### config.mk
export PLATFORM = sky130hd
export DESIGN_NAME = fsk_tape_tone
export DESIGN_NICKNAME = d
export VERILOG_FILES = /design/src/rtl/fsk_tone_pkg.sv /design/src/rtl/fsk_bit_sync.sv /design/src/rtl/fsk_half_timer.sv /design/src/rtl/fsk_carrier_watch.sv /design/src/rtl/fsk_tape_tone.sv
export SDC_FILE = /design/constraint.sdc
export NUM_CORES = 1
export LEC_CHECK = 0
export ABC_AREA = 1
export CAP_MARGIN = 20
export CORE_ASPECT_RATIO = 0.7
export CORE_MARGIN = 2
export CORE_UTILIZATION = 54
export CTS_BUF_LIST = sky130_fd_sc_hd__clkbuf_4 sky130_fd_sc_hd__clkbuf_8
export DETAILED_ROUTE_END_ITERATION = 8
export PLACE_DENSITY = 0.76
export SLEW_MARGIN = 5
export SYNTH_ARGS = -nofsm -noshare
export SYNTH_HDL_FRONTEND = slang
export SYNTH_SLANG_ARGS = --single-unit
### constraint.sdc
create_clock -name clk -period 1.25 [get_ports clk]
set_input_delay 0.1875 -clock clk [delete_from_list [all_inputs] [get_ports clk]]
set_output_delay 0.1875 -clock clk [all_outputs]
set_load 0.005 [all_outputs]
### src/rtl/fsk_tone_pkg.sv
package fsk_tone_pkg;

    typedef enum logic {
        MODE_DATA = 1'b0,
        MODE_SYNC = 1'b1
    } tape_mode_e;

    // Asynchronous inputs, carried through the synchronizer as one vector
    typedef struct packed {
        logic sync_clk;
        logic carrier;
    } ext_bits_t;

    // Registered state of the output stage
    typedef struct packed {
        tape_mode_e mode;
        logic       level;
    } tape_state_t;

    // Clock cycles in one half of a tone period, rounded to the nearest integer
    function automatic int unsigned half_cycles(input int unsigned clk_hz,
                                                input int unsigned tone_hz);
        return (clk_hz + tone_hz) / (2 * tone_hz);
    endfunction

    function automatic int unsigned max_u(input int unsigned a, input int unsigned b);
        return (a > b) ? a : b;
    endfunction

endpackage

### src/rtl/fsk_bit_sync.sv
module fsk_bit_sync #(
    parameter int unsigned WIDTH  = 2,
    parameter int unsigned STAGES = 2
) (
    input  logic             clk,
    input  logic             rst,
    input  logic [WIDTH-1:0] d,
    output logic [WIDTH-1:0] q
);

    generate
        if (STAGES <= 1) begin : g_single
            logic [WIDTH-1:0] stage_q;
            always_ff @(posedge clk) begin
                if (rst) stage_q <= '0;
                else     stage_q <= d;
            end
            assign q = stage_q;
        end else begin : g_chain
            logic [STAGES-1:0][WIDTH-1:0] chain_q;
            always_ff @(posedge clk) begin
                if (rst) chain_q <= '0;
                else     chain_q <= {chain_q[STAGES-2:0], d};
            end
            assign q = chain_q[STAGES-1];
        end
    endgenerate

endmodule

### src/rtl/fsk_half_timer.sv
module fsk_half_timer #(
    parameter int unsigned HALF_HI = 250,
    parameter int unsigned HALF_LO = 333
) (
    input  logic clk,
    input  logic rst,
    input  logic restart_i,
    input  logic data_bit_i,
    output logic flip_o
);

    localparam int unsigned LONGEST = fsk_tone_pkg::max_u(HALF_HI, HALF_LO);
    localparam int unsigned CW      = $clog2(LONGEST + 1);

    logic [CW-1:0] cnt_q;
    logic          hi_sel_q;   // tone chosen for the running half
    logic [CW-1:0] last_cnt;

    assign last_cnt = hi_sel_q ? CW'(HALF_HI - 1) : CW'(HALF_LO - 1);
    assign flip_o   = (cnt_q == last_cnt);

    // The data bit is taken only when a new half starts
    always_ff @(posedge clk) begin
        if (rst) begin
            cnt_q    <= '0;
            hi_sel_q <= 1'b0;
        end else if (restart_i || flip_o) begin
            cnt_q    <= '0;
            hi_sel_q <= data_bit_i;
        end else begin
            cnt_q    <= cnt_q + 1'b1;
        end
    end

endmodule

### src/rtl/fsk_carrier_watch.sv
module fsk_carrier_watch #(
    parameter int unsigned HOLD = 2000
) (
    input  logic clk,
    input  logic rst,
    input  logic sense_i,
    output logic present_o
);

    localparam int unsigned CW = $clog2(HOLD + 1);

    logic          sense_prev_q;
    logic          toggled;
    logic [CW-1:0] hold_q;

    assign toggled   = sense_i ^ sense_prev_q;
    assign present_o = (hold_q != '0);

    always_ff @(posedge clk) begin
        if (rst) begin
            sense_prev_q <= 1'b0;
            hold_q       <= '0;
        end else begin
            sense_prev_q <= sense_i;
            if (toggled)
                hold_q <= CW'(HOLD);
            else if (hold_q != '0)
                hold_q <= hold_q - 1'b1;
        end
    end

endmodule

### src/rtl/fsk_tape_tone.sv
module fsk_tape_tone
    import fsk_tone_pkg::*;
#(
    parameter int unsigned CLK_HZ         = 1_000_000,
    parameter int unsigned TONE_HI_HZ     = 2000,
    parameter int unsigned TONE_LO_HZ     = 1500,
    parameter int unsigned SYNC_STAGES    = 2,
    parameter int unsigned CD_HOLD_CYCLES = 2000
) (
    input  logic clk,
    input  logic rst,
    input  logic sync_mode_i,
    input  logic data_bit_i,
    input  logic sync_clk_i,
    input  logic carrier_i,
    output logic tape_o,
    output logic carrier_det_o
);

    localparam int unsigned HALF_HI = half_cycles(CLK_HZ, TONE_HI_HZ);
    localparam int unsigned HALF_LO = half_cycles(CLK_HZ, TONE_LO_HZ);
    localparam int unsigned EXT_W   = $bits(ext_bits_t);

    ext_bits_t   raw_in;
    ext_bits_t   synced;
    logic [EXT_W-1:0] synced_v;
    logic        sync_s;
    logic        sense_s;

    tape_state_t st_q, st_d;
    tape_mode_e  mode_req;
    logic        switch_ok;
    logic        enter_data;
    logic        flip;

    assign raw_in = '{sync_clk: sync_clk_i, carrier: carrier_i};

    fsk_bit_sync #(
        .WIDTH  (EXT_W),
        .STAGES (SYNC_STAGES)
    ) u_sync (
        .clk (clk),
        .rst (rst),
        .d   (raw_in),
        .q   (synced_v)
    );

    assign synced  = ext_bits_t'(synced_v);
    assign sync_s  = synced.sync_clk;
    assign sense_s = synced.carrier;

    // Mode arbitration: a pending request is taken only on a low output
    assign mode_req   = sync_mode_i ? MODE_SYNC : MODE_DATA;
    assign switch_ok  = !st_q.level && (mode_req != st_q.mode);
    assign enter_data = switch_ok && (mode_req == MODE_DATA);

    fsk_half_timer #(
        .HALF_HI (HALF_HI),
        .HALF_LO (HALF_LO)
    ) u_timer (
        .clk        (clk),
        .rst        (rst),
        .restart_i  (enter_data),
        .data_bit_i (data_bit_i),
        .flip_o     (flip)
    );

    always_comb begin
        st_d.mode = switch_ok ? mode_req : st_q.mode;
        if (st_d.mode == MODE_SYNC)
            st_d.level = sync_s;
        else if (enter_data)
            st_d.level = 1'b0;
        else if (flip)
            st_d.level = !st_q.level;
        else
            st_d.level = st_q.level;
    end

    always_ff @(posedge clk) begin
        if (rst) st_q <= '{mode: MODE_DATA, level: 1'b0};
        else     st_q <= st_d;
    end

    assign tape_o = st_q.level;

    fsk_carrier_watch #(
        .HOLD (CD_HOLD_CYCLES)
    ) u_carrier (
        .clk       (clk),
        .rst       (rst),
        .sense_i   (sense_s),
        .present_o (carrier_det_o)
    );

endmodule

## Word-level counts from Yosys, hierarchy flattened

Index checks and enable logic that the tools add are counted.

| storage, ports and cells | value |
|---|---|
| logic and storage cells | 32 |
| memories | 0 |
| register bits | 28 |
| input bits | 6 |
| latch bits | 0 |
| bits in writable memories | 0 |
| bits in read-only memories | 0 |

| cells by class | value |
|---|---|
| mux-type cells | 8 |
| order comparisons | 0 |
| shift-type cells | 0 |
| add/sub/neg operators | 2 |
| bitwise logic cells | 2 |
| reductions and logical operators | 9 |
| eq/ne operators | 2 |
| div/mod/pow operators | 0 |
| multiply operators | 0 |

Operators with widths:

| kind | number |
|---|---|
| $mux W11 | 2 |
| $reduce_bool A11 Y1 | 1 |
| $sub A11 B1 Y11 const B | 1 |
| $add A9 B1 Y9 const B | 1 |
| $eq A9 B9 Y1 | 1 |
| $mux W9 | 1 |
| $mux W1 | 5 |
| $reduce_or A2 Y1 | 2 |
| $reduce_bool A3 Y1 | 1 |
| $logic_and A1 B1 Y1 | 2 |
| $reduce_bool A2 Y1 | 1 |
| $logic_not A1 Y1 | 1 |
| $logic_or A1 B1 Y1 | 1 |
| $ne A1 B1 Y1 | 1 |
| $not A1 Y1 | 1 |
| $xor A1 B1 Y1 | 1 |

## Depth between registers and ports, before layout

| depth | value |
|---|---|
| depth in word-level cells | 6 |
| depth in mapped cells | 8 |

## By module

Synthesis repeated with hierarchy kept, for this count alone.

| second synthesis, totals | value |
|---|---|
| cell total of the unflattened synthesis | 191 |
| area total of the unflattened synthesis | 1403.8 sq um |

Modules (own cells, without submodules):

| module | times used | sequential area each (sq um) | area each (sq um) | cells an instance |
|---|---|---|---|---|
| fsk_carrier_watch | 1 | 240.2 | 668.1 | 92 |
| fsk_half_timer | 1 | 200.2 | 505.5 | 67 |
| fsk_bit_sync | 1 | 80.1 | 125.1 | 14 |
| fsk_tape_tone | 1 | 40.0 | 105.1 | 18 |

## Least setup slack after synthesis

OpenSTA, ideal clock, no wires.

| timing path | value |
|---|---|
| path type | flip-flop to flip-flop |
| start point | reg u_carrier.hold_q[0] |
| end point | reg u_carrier.hold_q[4] |
| setup slack | -57 ps |
| arrival | 1180 ps |
| period minus slack after synthesis | 1307 ps |
| data required time | 1123 ps |
| cell stages (with the launch flop) | 8 |
| cells stage by stage | dfxtp_1 > inv_1 > ha_1 > nand2_2 > inv_1 > or2_2 > nand3_1 > a21oi_1 |

| between the ends | value |
|---|---|
| word-level cells in the longest chain between the ends | 3 |

RTL lines:

| what | RTL line | RTL |
|---|---|---|
| from (decl) | fsk_carrier_watch.sv:14 | `logic [CW-1:0] hold_q;` |
| from (signal assigned) | fsk_carrier_watch.sv:26 | `hold_q <= CW'(HOLD);` |
| from (signal assigned) | fsk_carrier_watch.sv:28 | `hold_q <= hold_q - 1'b1;` |
| $sub A11 B1 Y11 | fsk_carrier_watch.sv:28 |  |
| $mux W11 | fsk_carrier_watch.sv:27 | `else if (hold_q != '0)` |
| $mux W11 | fsk_carrier_watch.sv:25 | `if (toggled)` |

Several ways; a longest one is shown, not always the timed one. The select of a mux whose other input is x is not followed.
A chain may end at the register's enable or synchronous reset.

## Worst setup path in the final report

| timing path | value |
|---|---|
| start point | reg u_carrier.hold_q[4] |
| end point | out carrier_det_o |

| between the ends | value |
|---|---|
| word-level cells in the longest chain between the ends | 1 |

RTL lines:

| what | RTL line | RTL |
|---|---|---|
| $reduce_bool A11 Y1 | fsk_carrier_watch.sv:17 | `assign present_o = (hold_q != '0);` |
| to (decl) | fsk_tape_tone.sv:17 | `output logic carrier_det_o` |

No other way between the ends.

==> impl_metrics.env <==
export IMPL_path_clk_slew_ns=0.15
export IMPL_synth_warnings=0
export IMPL_htree_num_levels=1
export IMPL_drt_iter0_markers=54
export IMPL_cp_data_required_time_ns=1.06
export IMPL_num_rows=15
export IMPL_cts_buffer_depth=2
export IMPL_r2r_slack_ns=0
export IMPL_powerDensity_nw_per_um2=1990
export IMPL_min_path_cells=3
export IMPL_p_leak_nw=0.806
export IMPL_portBuffers=7
export IMPL_synth_edf_count=0
export IMPL_first_pass_iters=5
export IMPL_totalPowerFinal_mw=3.72
export IMPL_whs_ns=0.345
export IMPL_cp_max_fo=2
export IMPL_clock_skew_ns=0.00545
export IMPL_layout_drive_gt1_share_pct=45.1
export IMPL_dpl_cell_area_sq_um=1620
export IMPL_io_pins=8
export IMPL_hold_viol_final=0
export IMPL_die_x_microns=63.7
export IMPL_n_fill_cell=155
export IMPL_initial_core_util_pct=55.6
export IMPL_synth_cell_types=31
export IMPL_first_global_vias=1062
export IMPL_synth_cells=170
export IMPL_syn_area_sq_um=1350
export IMPL_syn_nets=178
export IMPL_core_sq_um=2420
export IMPL_place_gp_congestion=0.866
export IMPL_postCtsHoldBufs=0
export IMPL_violations="negative setup slack"
export IMPL_holdPathEnd="u_sync.g_chain.chain_q[0]"
export IMPL_clock_root_buffer="clkbuf_4"
export IMPL_ys_ff_latch=28
export IMPL_drc=0
export IMPL_period_minus_slack_ns=1.44
export IMPL_wl_microns=3110
export IMPL_status="finished, violations left"
export IMPL_rr_startpoint="u_carrier.hold_q[0]"
export IMPL_rr_worst_depth=10
export IMPL_hold_start="carrier_i"
export IMPL_final_nets=215
export IMPL_syn_to_final_growth_pct=38.8
export IMPL_vdd_drop_max_mv=1.01
export IMPL_final_cell_area_sq_um=1870
export IMPL_dp_slack_ns=-0.177
export IMPL_rr_endpoint="u_carrier.hold_q[6]"
export IMPL_drt_wirelength_per_cell_microns=13.0
export IMPL_ant_nets=0
export IMPL_cts_tree="yes"
export IMPL_clock_latency_ns=0.34
export IMPL_numClockSinks=28
export IMPL_insertedDiodeCount=0
export IMPL_grt_max_degree=17
export IMPL_rsz0062_at_grt="true"
export IMPL_arrival_ns=1.25
export IMPL_die_h_microns=45.8
export IMPL_fmax_ghz=0.697
export IMPL_yosys_most_used_dff="dfxtp_1"
export IMPL_async_flop_share_pct=0
export IMPL_grt_total_usage_pct=20.7
export IMPL_setup_ws_ns=-0.185
export IMPL_critPathLaunchType="flip-flop"
export IMPL_antenna_found_initial=0
export IMPL_avgSynthCellArea_sq_um=7.91
export IMPL_hold_class="primary input to flip-flop"
export IMPL_dpl_hpwl_microns=2000
export IMPL_ys_seq_area_share_pct=41.7
export IMPL_dieArea_sq_um=2910
export IMPL_grt_first_pass_wirelength_microns=4510
export IMPL_tightest_slew_ns=0.295
export IMPL_critPathKind="flip-flop to output pin"
export IMPL_fin_crit_sh_pct=115
export IMPL_maxCapViolations=0
export IMPL_worst_setup_path_end_kind="output pin"
export IMPL_globalRouteOverflowTotal=0
export IMPL_slew_limit_headroom_pct=80.3
export IMPL_slew_viol_final=0
export IMPL_finalSetupViolCount=1
export IMPL_via_per_inst=5.15
export IMPL_cts_made_buffers=3
export IMPL_vias=1236
## critical path, stage by stage (launching register included)
cell	delay, ns
dfxtp_2	0.36
nor2_2	0.14
nand2_2	0.09
nor2_4	0.12
nand2_2	0.06
buf_2	0.12
## worst max-delay path by stage
stage,start,endpoint,slack (ns),cells after the start
floorplan,u_carrier.hold_q[0],u_carrier.hold_q[4],0.002,7
global placement,u_carrier.hold_q[0],carrier_det_o,-0.15,6
detailed placement,u_carrier.hold_q[0],carrier_det_o,-0.18,6
CTS,u_carrier.hold_q[1],carrier_det_o,-0.17,6
global route,u_carrier.hold_q[0],carrier_det_o,-0.25,6
finish,u_carrier.hold_q[4],carrier_det_o,-0.19,5
## cell type report
class	instances	area, sq um	share of cell area [%]
tap	34	42.5	2.28
clock inverter	1	30.0	1.61
multi-input combinational	114	828	44.4
timing repair buffer	33	270	14.5
clock buffer	3	22.5	1.21
inverter	27	101	5.43
sequential	28	572	30.6
## cell usage after synthesis, types with 2 or more instances
cell	instances	share of area (%)
nor2_1	23	6.4
xnor2_1	2	1.3
inv_1	26	7.3
nand3_2	3	2.2
or2_2	3	1.4
a21oi_1	11	4.1
nor2_2	3	1.4
ha_1	2	1.9
dfxtp_1	28	42
a21oi_2	3	2.0
nand3_4	2	2.6
nand2_1	23	6.4
nor3_2	3	2.2
xor2_1	3	2.0
o21ai_0	4	1.5
nand2_2	5	2.3
nand3_1	12	4.5
## metrics by stage
stage | utilization [%] | TNS [ns] | cells
finish | 77.1 | -0.185 | 240
detailed placement | 66.8 | -2.04 | 232
CTS | 70.2 | -0.170 | 237
global route | 77.1 | -1.00 | 240
global placement | 66.8 | -1.60 | 232
floorplan | - | 0 | 170
## sequential cells by signal (all words and copies together) (netlist names)
name                    count
u_timer.cnt_q               9
u_carrier.hold_q           11
u_timer.hi_sel_q            1
u_carrier.sense_prev_q      1
st_q                        1
tape_o                      1
u_sync.q                    2
u_sync.g_chain.chain_q      2
## cell families (layout without fill, tap and decap cells)
group,count (synthesis),in the layout,share of synthesized area (%)
adders and majority gates,2,2,1.86
xor gates and xnor gates,6,6,4.47
and+or+nand+nor,84,85,34.2
DFF,28,28,41.7
buffers and inverters,29,64,8.65
AOI/OAI and AO/OA,21,21,9.12
## placed cells by master, fill, tap and decap left out, drive strengths merged, types with 2 or more instances in the layout
cell type,n
nand3,18
dfxtp,28
clkbuf,3
a21oi,14
nand2,28
xor2,3
clkdlybuf4s50,5
xnor2,3
nor3,4
buf,27
nor2,27
inv,26
or2,5
ha,2
o21ai,4
## per-layer routing
layer / wire [microns] / global-route usage [%]
met1: 1380 / 24.6
met2: 1530 / 36.6
met3: 186 / 5.94
met4: 22 / 7.83
met5: 0 / 0
## power breakdown
part / switching [mW] / leakage [nW] / internal [mW]
sequential: 0.122 / 0.233 / 1.07
clock: 0.281 / 0.0279 / 0.325
combinational: 0.952 / 0.544 / 0.968
total: 1.36 / 0.806 / 2.36
## what timing repair did
item | in CTS | in global routing
buffers inserted | 2 | 4
pin swaps | 3 | 17
endpoints found under the setup margin | 10 | 23
gates resized for setup | 15 | 42
gates cloned | 0 | 1
(Power assumes the default switching activity.)
